### config.mk
export PLATFORM = sky130hd
export DESIGN_NAME = gpio_bank_irq
export DESIGN_NICKNAME = d
export VERILOG_FILES = /design/src/rtl/gpio_bank_pkg.sv /design/src/rtl/gpio_sync2.sv /design/src/rtl/gpio_irq_unit.sv /design/src/rtl/gpio_pad_mux.sv /design/src/rtl/gpio_bank_irq.sv
export SDC_FILE = /design/constraint.sdc
export NUM_CORES = 1
export LEC_CHECK = 0
export BUFFER_PORTS_ARGS = -buffer_cell sky130_fd_sc_hd__buf_4
export CAP_MARGIN = 25
export CORE_ASPECT_RATIO = 1.5
export CORE_UTILIZATION = 45
export DETAILED_ROUTE_END_ITERATION = 16
export PLACE_DENSITY = 0.6
export SLEW_MARGIN = 20
export SYNTH_ARGS = -nofsm -noshare
export SYNTH_HDL_FRONTEND = slang
export SYNTH_SLANG_ARGS = --single-unit
### constraint.sdc
create_clock -name clk -period 5 [get_ports clk]
set_input_delay 0 -clock clk [delete_from_list [all_inputs] [get_ports clk]]
set_output_delay 0 -clock clk [all_outputs]
set_load 0.02 [all_outputs]
### src/rtl/gpio_bank_pkg.sv
package gpio_bank_pkg;
  localparam int ADDR_W = 6;
  localparam int IDX_W  = 4;
  localparam int NSLOT  = 12;

  typedef enum logic [IDX_W-1:0] {
    IDX_MASK  = 4'd0,
    IDX_DIR   = 4'd1,
    IDX_OUT   = 4'd2,
    IDX_TRIG  = 4'd3,
    IDX_EDGE  = 4'd4,
    IDX_LEVEL = 4'd5,
    IDX_SMASK = 4'd6,
    IDX_SOUT  = 4'd7,
    IDX_BFOUT = 4'd8,
    IDX_STAT  = 4'd9,
    IDX_ALT   = 4'd10,
    IDX_SCFG  = 4'd11,
    IDX_PIN   = 4'd12
  } reg_idx_e;
endpackage

### src/rtl/gpio_sync2.sv
module gpio_sync2 #(
  parameter int W = 16
) (
  input  logic         clk,
  input  logic         rst,
  input  logic [W-1:0] d_in,
  output logic [W-1:0] d_sync
);
  logic [W-1:0] meta_q;

  always_ff @(posedge clk) begin
    if (rst) begin
      meta_q <= '0;
      d_sync <= '0;
    end else begin
      meta_q <= d_in;
      d_sync <= meta_q;
    end
  end
endmodule

### src/rtl/gpio_irq_unit.sv
module gpio_irq_unit #(
  parameter int W = 16
) (
  input  logic         clk,
  input  logic         rst,
  input  logic [W-1:0] pin_s,
  input  logic [W-1:0] trig_edge,
  input  logic [W-1:0] edge_rise,
  input  logic [W-1:0] lvl_high,
  input  logic [W-1:0] clr,
  output logic [W-1:0] stat_q
);
  logic [W-1:0] prev_q;
  logic [W-1:0] det;

  for (genvar i = 0; i < W; i++) begin : g_det
    logic rise_i, fall_i, lvl_i;
    assign rise_i = pin_s[i] & ~prev_q[i];
    assign fall_i = ~pin_s[i] & prev_q[i];
    assign lvl_i  = ~(pin_s[i] ^ lvl_high[i]);
    assign det[i] = trig_edge[i] ? (edge_rise[i] ? rise_i : fall_i) : lvl_i;
  end

  always_ff @(posedge clk) begin
    if (rst) begin
      prev_q <= '0;
      stat_q <= '0;
    end else begin
      prev_q <= pin_s;
      stat_q <= (stat_q & ~clr) | det;
    end
  end

  assert_set_wins_R5: assert property (@(posedge clk) disable iff (rst)
    1'b1 |=> ((stat_q & $past(det)) == $past(det)));

  assert_w1c_R5: assert property (@(posedge clk) disable iff (rst)
    1'b1 |=> ((stat_q & $past(clr & ~det)) == '0));
endmodule

### src/rtl/gpio_pad_mux.sv
module gpio_pad_mux #(
  parameter int W = 16
) (
  input  logic         clk,
  input  logic         rst,
  input  logic         sleep,
  input  logic         bfault,
  input  logic [W-1:0] run_val,
  input  logic [W-1:0] sleep_val,
  input  logic [W-1:0] fault_val,
  input  logic [W-1:0] dir,
  output logic [W-1:0] pin_out,
  output logic [W-1:0] pin_oe
);
  always_ff @(posedge clk) begin
    if (rst) begin
      pin_out <= '0;
      pin_oe  <= '0;
    end else begin
      pin_oe <= dir;
      if (bfault)     pin_out <= fault_val;
      else if (sleep) pin_out <= sleep_val;
      else            pin_out <= run_val;
    end
  end

  assert_fault_drive_R8: assert property (@(posedge clk) disable iff (rst)
    bfault |=> pin_out == $past(fault_val));

  assert_sleep_drive_R8: assert property (@(posedge clk) disable iff (rst)
    (sleep && !bfault) |=> pin_out == $past(sleep_val));

  assert_oe_follow_R2: assert property (@(posedge clk) disable iff (rst)
    1'b1 |=> pin_oe == $past(dir));
endmodule

### src/rtl/gpio_bank_irq.sv
module gpio_bank_irq
  import gpio_bank_pkg::*;
#(
  parameter int NPINS = 16
) (
  input  logic              clk,
  input  logic              rst,
  input  logic [ADDR_W-1:0] bus_addr,
  input  logic              bus_we,
  input  logic [NPINS-1:0]  bus_wdata,
  output logic [NPINS-1:0]  bus_rdata,
  input  logic              sleep_in,
  input  logic              bfault_in,
  input  logic [NPINS-1:0]  pin_in,
  output logic [NPINS-1:0]  pin_out,
  output logic [NPINS-1:0]  pin_oe,
  output logic [NPINS-1:0]  alt_sel,
  output logic              irq_out
);
  logic [NPINS-1:0] cfg_q [NSLOT];
  logic [NPINS-1:0] pin_s, stat, clr, mask_eff, rd_next;
  logic [IDX_W-1:0] idx;
  logic             aligned, wr_hit;

  assign idx     = bus_addr[ADDR_W-1:2];
  assign aligned = (bus_addr[1:0] == 2'b00);
  assign wr_hit  = bus_we && aligned;
  assign clr     = (wr_hit && idx == IDX_STAT) ? bus_wdata : '0;

  always_ff @(posedge clk) begin
    if (rst) begin
      for (int i = 0; i < NSLOT; i++) cfg_q[i] <= '0;
    end else if (wr_hit && idx < IDX_W'(NSLOT) && idx != IDX_STAT) begin
      cfg_q[idx] <= bus_wdata;
    end
  end

  gpio_sync2 #(.W(NPINS)) u_sync (
    .clk(clk), .rst(rst), .d_in(pin_in), .d_sync(pin_s)
  );

  gpio_irq_unit #(.W(NPINS)) u_irq (
    .clk(clk), .rst(rst), .pin_s(pin_s),
    .trig_edge(cfg_q[IDX_TRIG]), .edge_rise(cfg_q[IDX_EDGE]),
    .lvl_high(cfg_q[IDX_LEVEL]), .clr(clr), .stat_q(stat)
  );

  gpio_pad_mux #(.W(NPINS)) u_pad (
    .clk(clk), .rst(rst), .sleep(sleep_in), .bfault(bfault_in),
    .run_val(cfg_q[IDX_OUT]), .sleep_val(cfg_q[IDX_SOUT]),
    .fault_val(cfg_q[IDX_BFOUT]), .dir(cfg_q[IDX_DIR]),
    .pin_out(pin_out), .pin_oe(pin_oe)
  );

  assign mask_eff = sleep_in ? cfg_q[IDX_SMASK] : cfg_q[IDX_MASK];
  assign alt_sel  = cfg_q[IDX_ALT];

  always_comb begin
    rd_next = '0;
    if (aligned) begin
      if (idx == IDX_STAT)                rd_next = stat;
      else if (idx == IDX_PIN)            rd_next = pin_s;
      else if (idx < IDX_W'(NSLOT))       rd_next = cfg_q[idx];
    end
  end

  always_ff @(posedge clk) begin
    if (rst) begin
      bus_rdata <= '0;
      irq_out   <= 1'b0;
    end else begin
      bus_rdata <= rd_next;
      irq_out   <= |(stat & ~mask_eff);
    end
  end

  assert_irq_has_source_R6: assert property (@(posedge clk) disable iff (rst)
    irq_out |-> (($past(stat) & ~$past(mask_eff)) != '0));
endmodule

==> impl_metrics.json <==
{
  "setup_viol": 0,
  "hpwl_microns": 24680,
  "postCtsSetupBuffers": 0,
  "yosysTopAreaCellShare": 0.4322,
  "row_count": 75,
  "core_region_area_sq_um": 28150,
  "combPwrFrac": 0.095,
  "htreeDepth": 1,
  "yosysWarnings": 0,
  "tns_ns": 0,
  "worst-setup-path-type": "input pin to flip-flop",
  "status": "finished, final reports clean",
  "rsz0062_at_grt": "no",
  "fillCellCount": 2427,
  "reg2reg_slack_ns": 3.10,
  "io_pins": 108,
  "relSlewSlack": 0.4029,
  "clkLatencyLatePin_ns": 0.56,
  "synth_area_leaders": "edfxtp_1 43%, dfxtp_1 17%, mux4_2 6.6%",
  "crit_buf_inv": 4,
  "drive_gt1_frac": 0.2022,
  "synth-seq-cells": 300,
  "multi_input_area_sq_um": 4647,
  "synth_top_family_by_area": "simple AND/OR/NAND/NOR gates",
  "fin_crit_ns": 2.621,
  "drc": 0,
  "pwr-share-clk": 0.396,
  "dr.pass1.iters": 5,
  "cp_max_fo": 47,
  "critical-path-max-stage-delay_ns": 0.98,
  "synth-main-ff-cell": "edfxtp_1",
  "grt.total_usage": 0.2483,
  "syn_avg_cell_area_sq_um": 12.49,
  "root_buffer": "clkbuf_16",
  "grt_pass1_wl_microns": 54120,
  "p_seq_frac": 0.509,
  "ys_async_sr_fraction": 0,
  "synth_fa_ha_area_frac": 0,
  "die_x_microns": 140.7,
  "cp_cell_sequence": "dlygate4sd3_1 -> buf_4 -> nor3_4 -> dlygate4sd3_1 -> o21ai_0 -> a211oi_1 -> dlygate4sd3_1",
  "cp.arrival_ns": 3.13,
  "p_int_mw": 4.264,
  "syn2layout_area_growth_pct": 18.59,
  "regArea_sq_um": 7878,
  "hold_class": "input pin to flip-flop",
  "slew_violations": 0,
  "vias": 9025,
  "power_density_nw_per_um2": 364.9,
  "synth_compound_area_frac": 0.09227,
  "viasPerCell": 5.887,
  "postRouteAntennaNets": 0,
  "synth-xor-area-share": 0,
  "antenna_found_initial": 0,
  "grt_start_max_net_pins": 68,
  "gp_congestion": 0.8908,
  "slowest_stage": "dlygate4sd3_1",
  "path_clk_slew_ns": 0.06,
  "worstMarginPinSlew_ns": 0.8938,
  "die_h_microns": 210.1,
  "fin_skew_ns": 0.007770,
  "layout.nets": 1208,
  "muxShareOfSynthArea": 0.1099,
  "hold_violations": 0,
  "endpoint_kind": "flip-flop",
  "cts_tree": "built",
  "crit_family": "buffers and inverters",
  "power.net_switching_mw": 1.358,
  "swShare": 0.2416,
  "clock-sinks": 300,
  "drt_iter0_markers": 778,
  "io_buffers": 107,
  "cap_viol_max_count": 0,
  "peakVddDrop_mv": 0.2371,
  "overflow": 0,
  "wl_per_cell_microns": 23.57,
  "first_global_vias": 8613,
  "yosysSeqAreaShare": 0.6064,
  "antennaDiodeCount": 0,
  "fin_crit_sh": 0.5242,
  "synth_edf_count": 187,
  "timing.critical_path.mode_cell": "dlygate4sd3_1",
  "startpoint": "rst",
  "regToRegEndpoint": "bus_rdata[5]",
  "critical_path_depth": 7,
  "numCtsBuffers": 29,
  "synth_commonest_cells": "187 x edfxtp_1, 113 x dfxtp_1, 96 x nor3_1",
  "synthCells": 1040,
  "die-area_sq_um": 29570,
  "endpoint": "bus_rdata[5]",
  "cellLeakagePower_nw": 5.531,
  "synth-simple-area-share": 0.1514,
  "timing.rr.start": "cfg_q[3][5]",
  "r2r_cells": 4,
  "cp_data_required_time_ns": 5.51,
  "routed_wl_microns": 36130,
  "syn-cell-area_sq_um": 12990,
  "cts_max_path_buffers": 3,
  "yosys.cell_types.count": 47,
  "synth.most_common_cell": "edfxtp_1",
  "initial_core_util": 0.4615,
  "fmax_mhz": 381.6,
  "hold_slack_ns": 0.1164,
  "yosys.area.top_type": "edfxtp_1",
  "worst_setup_path_start_kind": "input pin"
}
[worst min path at each step]
stage                             end        start  slack [ns]  cells past startpoint
finish                u_irq.stat_q[6]  bus_addr[1]        0.12                      4
global route          u_irq.stat_q[6]  bus_addr[1]        0.12                      4
CTS                   u_irq.stat_q[6]  bus_addr[1]        0.09                      4
detailed placement  u_sync.meta_q[11]   pin_in[11]        0.21                      2
global placement    u_sync.meta_q[11]   pin_in[11]        0.21                      2
floorplan            u_sync.meta_q[0]    pin_in[0]        0.13                      1
[sequential cells by signal, summed over array words and instances (netlist names)]
signal,count
cfg_q,187
bus_rdata,16
u_irq.prev_q,16
u_irq.stat_q,16
u_pad.pin_oe,16
u_pad.pin_out,16
u_sync.d_sync,16
u_sync.meta_q,16
irq_out,1
[kinds of logic after synthesis]
logic type | after synthesis
other cells | 1
buf+inv | 118
simple gates | 343
compound gates | 183
mux | 95
flops | 300
[layout make-up]
type                       count  area share
inverter                      35    0.008528
clock buffer                  35     0.05125
tap                          346     0.02810
multi-input combinational    632      0.3016
sequential                   300      0.5113
clock inverter                18     0.01129
timing repair buffer         167     0.08787
[per-stage QoR]
stage | setup WS, ns | total power, mW | util | cell area (sq um) | std cells
floorplan | 2.550 | 3.196 | - | 13030 | 1050
global placement | 2.246 | 3.414 | 0.4987 | 14040 | 1440
detailed placement | 2.169 | 3.421 | 0.4988 | 14040 | 1440
CTS | 2.409 | 5.657 | 0.5472 | 15410 | 1533
global route | 2.264 | 5.797 | 0.5472 | 15410 | 1533
finish | 2.379 | 5.622 | 0.5472 | 15410 | 1533
[cell usage in the layout (no fill, tap or decap), types with 10 or more instances in the layout]
master         count
edfxtp_1         187
buf_4            127
dfxtp_1          113
nor3_1            96
nor2b_1           65
mux2i_1           56
o21ai_0           54
and2_1            48
dlygate4sd3_1     40
a21oi_1           39
mux4_2            38
nor2_1            35
nor4_1            32
clkbuf_16         30
nand2_1           28
clkinv_1          20
inv_1             18
nand3b_1          16
o221ai_1          16
a22oi_1           14
a221oi_1          11
conb_1            11
o21ai_2           10
[power groups by stage]
stage / Sequential [mW] / Clock (mW) / Combinational (mW)
6_report: 2.86 / 2.23 / 0.536
5_1_grt: 2.87 / 2.35 / 0.574
4_1_cts: 2.86 / 2.26 / 0.536
3_5_place_dp: 2.91 / 0 / 0.510
3_3_place_gp: 2.91 / 0 / 0.506
2_1_floorplan: 2.90 / 0 / 0.299
[worst reg2reg max path: cells and delay by family, from the launching register on]
| family | cells | cell delay, ns |
|---|---|---|
| AOI/OAI and AO/OA | 1 | 0.09 |
| muxes | 2 | 0.65 |
| buffers and inverters | 1 | 0.58 |
| DFF | 1 | 0.48 |
[routing by layer]
metal	wire length [microns]	up-vias	track usage	share of wire
li1	-	4136	-	-
met1	14870	4439	0.3320	0.41
met4	1261	0	0.09183	0.035
met3	2374	71	0.02749	0.066
met5	0	-	0	0
met2	17620	379	0.4171	0.49
[what timing repair did]
item                      4_1_cts  5_1_grt
hold endpoints to repair      123        0
hold buffers                   40        0
gates resized for setup         0        0
Note: power is estimated with default switching activity, not from simulation.
